==> src/rtl/spi_tpm_pkg.sv <==
package spi_tpm_pkg;

    typedef enum logic [1:0] {
        XS_OK      = 2'd0,
        XS_LEN_ERR = 2'd1,
        XS_TIMEOUT = 2'd2
    } xfer_status_e;

    typedef enum logic [1:0] {
        PH_IDLE = 2'd0,
        PH_HDR  = 2'd1,
        PH_POLL = 2'd2,
        PH_DATA = 2'd3
    } xfer_phase_e;

    localparam logic [7:0] CMD_TAG_BYTE = 8'hD4;
    localparam int         HDR_BYTES    = 4;

endpackage

==> src/rtl/spi_tpm_hdr_mux.sv <==
module spi_tpm_hdr_mux
    import spi_tpm_pkg::*;
#(
    parameter int CNT_W = 6
) (
    input  logic             is_read,
    input  logic [CNT_W-1:0] cnt_m1,
    input  logic [15:0]      reg_addr,
    input  logic [1:0]       sel,
    output logic [7:0]       hdr_byte
);

    localparam int PAD_W = 7 - CNT_W;

    logic [7:0] first_byte;

    generate
        if (PAD_W > 0) begin : g_pad
            assign first_byte = {is_read, {PAD_W{1'b0}}, cnt_m1};
        end else begin : g_nopad
            assign first_byte = {is_read, cnt_m1};
        end
    endgenerate

    always_comb begin
        case (sel)
            2'd0:    hdr_byte = first_byte;
            2'd1:    hdr_byte = CMD_TAG_BYTE;
            2'd2:    hdr_byte = reg_addr[15:8];
            default: hdr_byte = reg_addr[7:0];
        endcase
    end

endmodule

==> src/rtl/spi_tpm_byte_engine.sv <==
module spi_tpm_byte_engine #(
    parameter int HALF_DIV = 2
) (
    input  logic       clk,
    input  logic       rst_n,
    input  logic       go,
    input  logic [7:0] tx_byte,
    input  logic       miso,
    output logic       sclk,
    output logic       mosi,
    output logic       byte_done,
    output logic [7:0] rx_byte
);

    localparam int DIV_W = (HALF_DIV > 1) ? $clog2(HALF_DIV) : 1;

    typedef struct packed {
        logic             active;
        logic             high;
        logic [2:0]       bit_idx;
        logic [DIV_W-1:0] div_cnt;
        logic [7:0]       tx_sh;
        logic [7:0]       rx_sh;
        logic             done;
    } eng_t;

    eng_t eng_d, eng_q;

    always_comb begin
        eng_d      = eng_q;
        eng_d.done = 1'b0;
        if (!eng_q.active) begin
            if (go) begin
                eng_d.active  = 1'b1;
                eng_d.high    = 1'b0;
                eng_d.bit_idx = '0;
                eng_d.div_cnt = '0;
                eng_d.tx_sh   = tx_byte;
            end
        end else if (eng_q.div_cnt == DIV_W'(HALF_DIV - 1)) begin
            eng_d.div_cnt = '0;
            if (!eng_q.high) begin
                eng_d.high  = 1'b1;
                eng_d.rx_sh = {eng_q.rx_sh[6:0], miso};
            end else begin
                eng_d.high = 1'b0;
                if (eng_q.bit_idx == 3'd7) begin
                    eng_d.active = 1'b0;
                    eng_d.done   = 1'b1;
                end else begin
                    eng_d.bit_idx = eng_q.bit_idx + 3'd1;
                    eng_d.tx_sh   = {eng_q.tx_sh[6:0], 1'b0};
                end
            end
        end else begin
            eng_d.div_cnt = eng_q.div_cnt + DIV_W'(1);
        end
    end

    always_ff @(posedge clk or negedge rst_n) begin
        if (!rst_n) eng_q <= '0;
        else        eng_q <= eng_d;
    end

    assign sclk      = eng_q.active & eng_q.high;
    assign mosi      = eng_q.active & eng_q.tx_sh[7];
    assign byte_done = eng_q.done;
    assign rx_byte   = eng_q.rx_sh;


    mosi_hold_chk: assert property (@(posedge clk) disable iff (!rst_n)
        sclk |-> $stable(mosi));


    go_when_idle_chk: assert property (@(posedge clk) disable iff (!rst_n)
        go |-> !eng_q.active);

endmodule

==> src/rtl/spi_tpm_fifo_master.sv <==
module spi_tpm_fifo_master
    import spi_tpm_pkg::*;
#(
    parameter  int MAX_LEN   = 64,
    parameter  int HALF_DIV  = 2,
    parameter  int MAX_POLLS = 100,
    localparam int IDX_W     = $clog2(MAX_LEN),
    localparam int LEN_W     = IDX_W + 1,
    localparam int BUF_W     = MAX_LEN * 8,
    localparam int POLL_W    = (MAX_POLLS > 1) ? $clog2(MAX_POLLS) : 1
) (
    input  logic             clk,
    input  logic             rst_n,
    input  logic             start,
    input  logic             is_read,
    input  logic [15:0]      addr,
    input  logic [LEN_W-1:0] len,
    input  logic [BUF_W-1:0] wr_data,
    output logic             busy,
    output logic             done,
    output logic [1:0]       status,
    output logic [BUF_W-1:0] rd_data,
    output logic             sclk,
    output logic             cs_n,
    output logic             mosi,
    input  logic             miso
);

    typedef struct packed {
        xfer_phase_e       ph;
        logic              rd;
        logic [15:0]       reg_addr;
        logic [IDX_W-1:0]  cnt_m1;
        logic [IDX_W-1:0]  idx;
        logic [POLL_W-1:0] polls;
        logic [BUF_W-1:0]  wbuf;
        logic [BUF_W-1:0]  rbuf;
        logic              cs_n;
        logic              go;
        logic [7:0]        go_byte;
        logic              done;
        xfer_status_e      status;
    } ctl_t;

    ctl_t ctl_d, ctl_q;

    logic             eng_done;
    logic [7:0]       eng_rx;
    logic [7:0]       hdr_byte;
    logic [IDX_W-1:0] nidx;
    logic             len_bad;
    logic             in_idle;

    assign in_idle = (ctl_q.ph == PH_IDLE);
    assign nidx    = ctl_q.idx + IDX_W'(1);
    assign len_bad = (len == '0) || (len > LEN_W'(MAX_LEN));

    spi_tpm_hdr_mux #(.CNT_W(IDX_W)) u_hdr (
        .is_read  (in_idle ? is_read : ctl_q.rd),
        .cnt_m1   (in_idle ? IDX_W'(len - LEN_W'(1)) : ctl_q.cnt_m1),
        .reg_addr (in_idle ? addr : ctl_q.reg_addr),
        .sel      (in_idle ? 2'd0 : nidx[1:0]),
        .hdr_byte (hdr_byte)
    );

    spi_tpm_byte_engine #(.HALF_DIV(HALF_DIV)) u_eng (
        .clk       (clk),
        .rst_n     (rst_n),
        .go        (ctl_q.go),
        .tx_byte   (ctl_q.go_byte),
        .miso      (miso),
        .sclk      (sclk),
        .mosi      (mosi),
        .byte_done (eng_done),
        .rx_byte   (eng_rx)
    );

    always_comb begin
        ctl_d      = ctl_q;
        ctl_d.go   = 1'b0;
        ctl_d.done = 1'b0;
        case (ctl_q.ph)
            PH_IDLE: begin
                if (start) begin
                    if (len_bad) begin
                        ctl_d.done   = 1'b1;
                        ctl_d.status = XS_LEN_ERR;
                    end else begin
                        ctl_d.ph       = PH_HDR;
                        ctl_d.rd       = is_read;
                        ctl_d.reg_addr = addr;
                        ctl_d.cnt_m1   = IDX_W'(len - LEN_W'(1));
                        ctl_d.wbuf     = wr_data;
                        ctl_d.idx      = '0;
                        ctl_d.polls    = '0;
                        ctl_d.cs_n     = 1'b0;
                        ctl_d.go       = 1'b1;
                        ctl_d.go_byte  = hdr_byte;
                    end
                end
            end
            PH_HDR: begin
                if (eng_done) begin
                    ctl_d.go = 1'b1;
                    if (ctl_q.idx == IDX_W'(HDR_BYTES - 1)) begin
                        ctl_d.ph      = PH_POLL;
                        ctl_d.polls   = '0;
                        ctl_d.go_byte = 8'h00;
                    end else begin
                        ctl_d.idx     = nidx;
                        ctl_d.go_byte = hdr_byte;
                    end
                end
            end
            PH_POLL: begin
                if (eng_done) begin
                    if (eng_rx[0]) begin
                        ctl_d.ph      = PH_DATA;
                        ctl_d.idx     = '0;
                        ctl_d.go      = 1'b1;
                        ctl_d.go_byte = ctl_q.rd ? 8'h00 : ctl_q.wbuf[7:0];
                    end else if (ctl_q.polls == POLL_W'(MAX_POLLS - 1)) begin
                        ctl_d.ph     = PH_IDLE;
                        ctl_d.cs_n   = 1'b1;
                        ctl_d.done   = 1'b1;
                        ctl_d.status = XS_TIMEOUT;
                    end else begin
                        ctl_d.polls   = ctl_q.polls + POLL_W'(1);
                        ctl_d.go      = 1'b1;
                        ctl_d.go_byte = 8'h00;
                    end
                end
            end
            default: begin
                if (eng_done) begin
                    if (ctl_q.rd) begin
                        ctl_d.rbuf[{ctl_q.idx, 3'b000} +: 8] = eng_rx;
                    end
                    if (ctl_q.idx == ctl_q.cnt_m1) begin
                        ctl_d.ph     = PH_IDLE;
                        ctl_d.cs_n   = 1'b1;
                        ctl_d.done   = 1'b1;
                        ctl_d.status = XS_OK;
                    end else begin
                        ctl_d.idx     = nidx;
                        ctl_d.go      = 1'b1;
                        ctl_d.go_byte = ctl_q.rd ? 8'h00 : ctl_q.wbuf[{nidx, 3'b000} +: 8];
                    end
                end
            end
        endcase
    end

    always_ff @(posedge clk or negedge rst_n) begin
        if (!rst_n) begin
            ctl_q      <= '0;
            ctl_q.cs_n <= 1'b1;
        end else begin
            ctl_q <= ctl_d;
        end
    end

    assign busy    = !in_idle;
    assign done    = ctl_q.done;
    assign status  = ctl_q.status;
    assign rd_data = ctl_q.rbuf;
    assign cs_n    = ctl_q.cs_n;


    cs_idle_high_chk: assert property (@(posedge clk) disable iff (!rst_n)
        !busy |-> cs_n);


    sclk_under_cs_chk: assert property (@(posedge clk) disable iff (!rst_n)
        sclk |-> !cs_n);


    len_reject_chk: assert property (@(posedge clk) disable iff (!rst_n)
        (start && !busy && ((len == '0) || (len > LEN_W'(MAX_LEN))))
            |=> (done && status == XS_LEN_ERR && cs_n));


    done_idle_chk: assert property (@(posedge clk) disable iff (!rst_n)
        done |-> !busy);


    poll_bound_chk: assert property (@(posedge clk) disable iff (!rst_n)
        ctl_q.polls <= POLL_W'(MAX_POLLS - 1));


    poll_mosi_zero_chk: assert property (@(posedge clk) disable iff (!rst_n)
        (ctl_q.ph == PH_POLL && sclk) |-> !mosi);

endmodule

==> config.mk <==
export PLATFORM = sky130hd
export DESIGN_NAME = spi_tpm_fifo_master
export DESIGN_NICKNAME = d
export VERILOG_FILES = /design/src/rtl/spi_tpm_pkg.sv /design/src/rtl/spi_tpm_hdr_mux.sv /design/src/rtl/spi_tpm_byte_engine.sv /design/src/rtl/spi_tpm_fifo_master.sv
export SDC_FILE = /design/constraint.sdc
export NUM_CORES = 2
export LEC_CHECK = 0
export BUFFER_PORTS_ARGS = -buffer_cell sky130_fd_sc_hd__buf_4
export CORE_AREA = 2 2 417 419
export DETAILED_ROUTE_END_ITERATION = 12
export DIE_AREA = 0 0 419 421
export GPL_TIMING_DRIVEN = 1
export PLACE_DENSITY = 0.53
export SYNTH_ARGS = -nofsm -noshare
export SYNTH_HDL_FRONTEND = slang
export SYNTH_SLANG_ARGS = --single-unit
==> constraint.sdc <==
create_clock -name clk -period 4.45 [get_ports clk]
set_clock_uncertainty 0.1 [all_clocks]
set_input_delay 1.335 -clock clk [delete_from_list [all_inputs] [get_ports clk]]
set_output_delay 1.335 -clock clk [all_outputs]
set_load 0.05 [all_outputs]
# Yosys cells after proc, flatten, opt, wreduce, memory -nomap -nowiden
# Cells that the tools add are included.
[totals]
register_bits = 1098
inputBits = 540
output_inout_bits = 519
word_cells = 147
[classes]
add_sub_neg = 6
magnitude_cmp = 1
n_eq_ne = 25
shifts = 3
n_mux = 64
bitwise = 6
reduce_logical = 22
[ops]
columns = ["operator", "count"]
rows = [
  ["two-way mux 550 bit", 2],
  ["bitwise mux 512 bit", 1],
  ["variable shift 8 x 11 -> 512 bit, first input constant", 1],
  ["variable part select 512 x 10 -> 8 bit", 1],
  ["variable part select 8 x 11 -> 512 bit", 1],
  ["two-way mux 13 bit", 5],
  ["two-way mux 8 bit", 6],
  ["AND reduction 8 bit", 5],
  ["two-way mux 9 bit", 4],
  ["two-way mux 6 bit", 5],
  ["two-way mux 14 bit", 2],
  ["one-hot mux 9 bit (3 select lines)", 1],
  ["one-hot mux 8 bit (3 select lines)", 1],
  ["!= test 2 bit, second input constant", 11],
  ["two-way mux 7 bit", 3],
  ["one-hot mux 7 bit (3 select lines)", 1],
  ["two-way mux 3 bit", 6],
  ["one-hot mux 6 bit (3 select lines)", 1],
  ["two-way mux 17 bit", 1],
  ["two-way mux 16 bit", 1],
  ["two-way mux 2 bit", 8],
  ["two-way mux 1 bit", 11],
  ["negation 9 -> 11 bit", 1],
  ["two-way mux 10 bit", 1],
  ["other kinds (33)", 47],
]

# Longest topological paths before layout
[logic_depth]
depth_word = 7
depth_mapped = 15
depth_no_buf = 8

# Cells and area by module
# From an unflattened synthesis, not the netlist that was laid out.
[unflattened]
cells_unflattened = 4871
hier_area_um2 = 51971.1
[by_module_without_submodules]
columns = ["module", "instances", "cells_each", "area_each_um2", "seq_area_each_um2"]
rows = [
  ["spi_tpm_fifo_master", 1, 4764, 50693.6, 26902.1],
  ["spi_tpm_byte_engine", 1, 84, 1098.6, 575.6],
  ["spi_tpm_hdr_mux", 1, 23, 178.9, 0.0],
]

# Worst setup path after synthesis
# No wires, ideal clock.
[synth_timing]
path_kind = "register to register"
start = "register ctl_q[1044] (netlist name)"
end = "register ctl_q (netlist bit rd_data[193])"
setup_ns = 0.125
arrival_ns = 3.742
required_ns = 4.225
slack_ns = 0.483
stages_incl_launch_ff = 14
path_buffers = 8
synth_period_minus_slack_ns = 3.967
path_cell_list = "dfrtp_1 > buf_2 > buf_2 > buf_2 > buf_2 > inv_1 > ha_1 > clkbuf_1 > clkbuf_1 > clkbuf_1 > nor2_1 > clkbuf_1 > nand3_1 > mux2_2"
[synth_between]
elab_chain_len = 3
word_cells_on_any_way = 4
cone_classes = "add/sub: 1; shift: 2; mux: 1"
[synth_lines]
columns = ["element", "line", "source"]
rows = [
  ["from (decl)", "spi_tpm_fifo_master.sv:45", "ctl_t ctl_d, ctl_q;"],
  ["from (signal assigned)", "spi_tpm_fifo_master.sv:159", "ctl_q <= ctl_d;"],
  ["negation 9 -> 11 bit *", "spi_tpm_fifo_master.sv:137", "ctl_d.rbuf[{ctl_q.idx, 3'b000} +: 8] = eng_rx;"],
  ["variable part select 8 x 11 -> 512 bit / variable shift 8 x 11 -> 512 bit (equally long branches)", "spi_tpm_fifo_master.sv:137", ""],
  ["bitwise mux 512 bit *", "spi_tpm_fifo_master.sv:137", ""],
]
# Every way passes the cells marked *; elsewhere a longest branch is shown, timed or not.
# A chain may end at the register's enable or synchronous reset.

# Worst setup path after layout
[layout_timing]
start = "register ctl_q[1045] (netlist name)"
end = "register ctl_q (netlist bit rd_data[97])"
# The elaborated chain is that of the path after synthesis.

==> metrics.md <==
| Metric | Value |
|---|---|
| Residual DRC | `0` |
| Iteration-0 DRC Markers | `2,661` |
| CTS tree | `built` |
| Final hold slack | `365 ps` |
| Crit path from | `ctl_q[1045]` |
| First-pass DRT Iterations | `5` |
| CP Capture Point | `rd_data[97]` |
| Register bit total from synthesis | `1,098` |
| Die area | `176,000 um2` |
| Crit Path Category | `reg -> reg` |
| CP peak stage delay | `780 ps` |
| Die height | `421 um` |
| Final ANT Viol Nets | `0` |
| Core ar. | `172,000 um2` |
| Main flop type after synthesis | `dfrtp_1` |
| Period utilisation layout | `91.3%` |
| Cts bufs inserted | `121` |
| Net Sw Frac | `35.9%` |
| Clock share of power | `28.9%` |
| Post-CTS Setup Inserts | `0` |
| Overall power consumption | `36.4 mW` |
| Yosys cell types | `66` |
| Fin worst setup slack | `389 ps` |
| Post-synth net total | `5,539` |
| Most common cell in the netlist | `nand2_1` |
| Logic pwr share | `32.0%` |
| Hold-fix buffers, CTS | `0` |
| Worst-path clk slew | `60 ps` |
| Worst-Margin Slew | `1220 ps` |
| Post-DP HPWL | `139,000 um` |
| RSZ-0062 raised after global routing | `no` |
| Seq/Total Area, Yosys | `53.9%` |
| Netlist Area Pre-Place | `51,000 um2` |
| CTS Root Cell | `clkbuf_16` |
| Initial Util | `29.5%` |
| Final count of pins violating max slew | `0` |
| Tmin final | `4060 ps` |
| Post-synth top cells | `1,937 x nand2_1, 1,097 x dfrtp_1, 514 x buf_4` |
| Remaining Overflow, GRT | `0` |
| Post-CTS sizing | `0` |
| Clock buffer depth | `3` |
| Vias in the first global route | `37,949` |
| Synth warnings | `0` |
| WP data required | `4970 ps` |
| Psw | `13.1 mW` |
| Async SR Flop Fraction | `100%` |
| Gate count after technology mapping | `4,985` |
| Clk Latency, worst-skew pair | `760 ps` |
| Final Wtd Congestion | `0.848` |
| Sequential share of power | `39.1%` |
| Wire per inst | `23.4 um` |
| Peak supply drop | `0.357 mV` |
| Max Fanout on Critical Path | `13` |
| Final hold vios | `0` |
| Critical Path End Type | `register` |
| Width of the chip | `419 um` |
| PortBufs | `1,058` |
| Worst Hold Class | `reg -> reg` |
| DR vias | `37,025` |
| Worst r2r path cells | `7` |
| Number of synthesized flops with an enable pin | `0` |
| Layout Nets | `6,065` |
| Final setup viols | `0` |
| Layout cells sized above 1 | `34.7%` |
| Via density | `4.66` |
| Worst Path Arrival | `4580 ps` |
| Fmax | `246 MHz` |
| Initial antenna violation count | `26` |
| Num Clock Sinks | `1,098` |
| CP max stage cell | `nor2_1` |
| Max_cap viols | `0` |
| Fin Setup TNS | `0 ps` |
| Crit start category | `register` |
| Placed Cells | `7,713` |
| H-tree depth | `3` |
| Area contributors post-synth | `dfrtp_1 54%, nand2_1 14%, mux2_2 8.2%, buf_4 7.6%, mux4_2 5.7%` |
| Slew margin rel. | `18.6%` |
| Area delta synth->final | `23.1%` |
| LEAKAGE | `31.6 nW` |
| R2R Setup Slk | `390 ps` |
| Syn_area_per_cell | `10.2 um2` |
| Layout Utilization | `36.4%` |
| Cell area after placement | `58,500 um2` |
| Total wire length | `186,000 um` |
| Top Ports | `1,059` |
| Power density cells | `581 nW/um2` |
| Largest area contributor in the netlist | `dfrtp_1` |
| First-pass GRT wire length | `268,000 um` |
| CP Cell Sequence | `inv_1, ha_4, xnor2_1, nand2b_1, nor2_1, nand2_1, mux2_2` |
| Worst reg2reg endpoint | `rd_data[97]` |
| Outcome | `complete, no violations` |
| Gr usage total | `20.7%` |
| Critical R2R Launch | `ctl_q[1045]` |
| Row count | `153` |
| Largest net degree at the start of global routing | `227` |
| Post-synth top area share | `53.9%` |
| P_int | `23.3 mW` |
| Dpl ws | `-219 ps` |
| Fin cells | `7,950` |
| Design area | `62,700 um2` |
==> worst max-delay path: cells and delay by family (launching register included) <==
kind	cells	cell delay, ps
multiplexers	1	410
AND/OR/NAND/NOR	3	1700
buffers and inverters	1	170
flip-flops	1	630
adder cells (fa/ha/maj)	1	210
XOR/XNOR	1	690
==> how the worst min path moves through the flow <==
stage           startpoint     endpoint  cells after the start
6_report        ctl_q[739]   ctl_q[739]                      2
5_1_grt         ctl_q[623]   ctl_q[623]                      2
4_1_cts         ctl_q[799]   ctl_q[799]                      2
3_5_place_dp    ctl_q[799]   ctl_q[799]                      2
3_3_place_gp    ctl_q[672]   ctl_q[672]                      2
2_1_floorplan  ctl_q[1064]  ctl_q[1064]                      2
==> area by class of cell <==
class / instances / area [um2]
fillers: 17424 / 110000
flip-flops and latches: 1098 / 27500
multi-input cells: 3079 / 18600
repair buffers: 1193 / 9410
clock buffers: 179 / 3580
well taps: 2325 / 2910
clock inverters: 46 / 583
inverters: 18 / 67.6
diodes: 12 / 30.0
==> cells in the final DEF, fill, tap and decap left out, types with 35 or more instances in the layout <==
master     synthesis  routed
mux4_2           128     128
nor2_1           102     100
clkbuf_16          0     122
nand2_1         1937    1936
dfrtp_1         1097    1088
o31ai_1           55      54
o21ai_0          137     136
mux2i_1           35      35
nand3_1           73      72
buf_12             0      36
mux2_2           372     372
buf_4            514    1156
==> power by group through the flow <==
stage                     sequential, mW  clock (mW)  combinational [mW]
after floorplan                     13.8           0                7.35
after global placement              14.3           0                11.8
after detailed placement            14.4           0                11.9
after CTS                           14.2        10.8                11.9
after global routing                14.6        11.2                12.8
final                               14.2        10.5                11.6
==> registers in the layout (all words and copies together), names as in the netlist <==
name	cells
ctl_q	559
rd_data	512
u_eng.eng_q	14
u_eng.rx_byte	8
status	2
cs_n	1
done	1
u_eng.byte_done	1
==> cell families after synthesis <==
| group | share of synthesized area (%) |
|---|---|
| simple gates | 17.1 |
| flops | 53.9 |
| buf+inv | 9.79 |
| mux | 14.6 |
| compound gates | 3.94 |
| xor+xnor | 0.344 |
| fa+ha+maj | 0.344 |
==> per-layer routing <==
layer	vias to the layer above	GRT usage, %	wire length [um]
met5	-	0	72
met4	12	7.02	5520
met3	247	3.77	10700
met2	1168	36.9	96600
met1	18615	24.9	73200
li1	16983	-	-
Note: power is estimated with default switching activity, not from simulation.
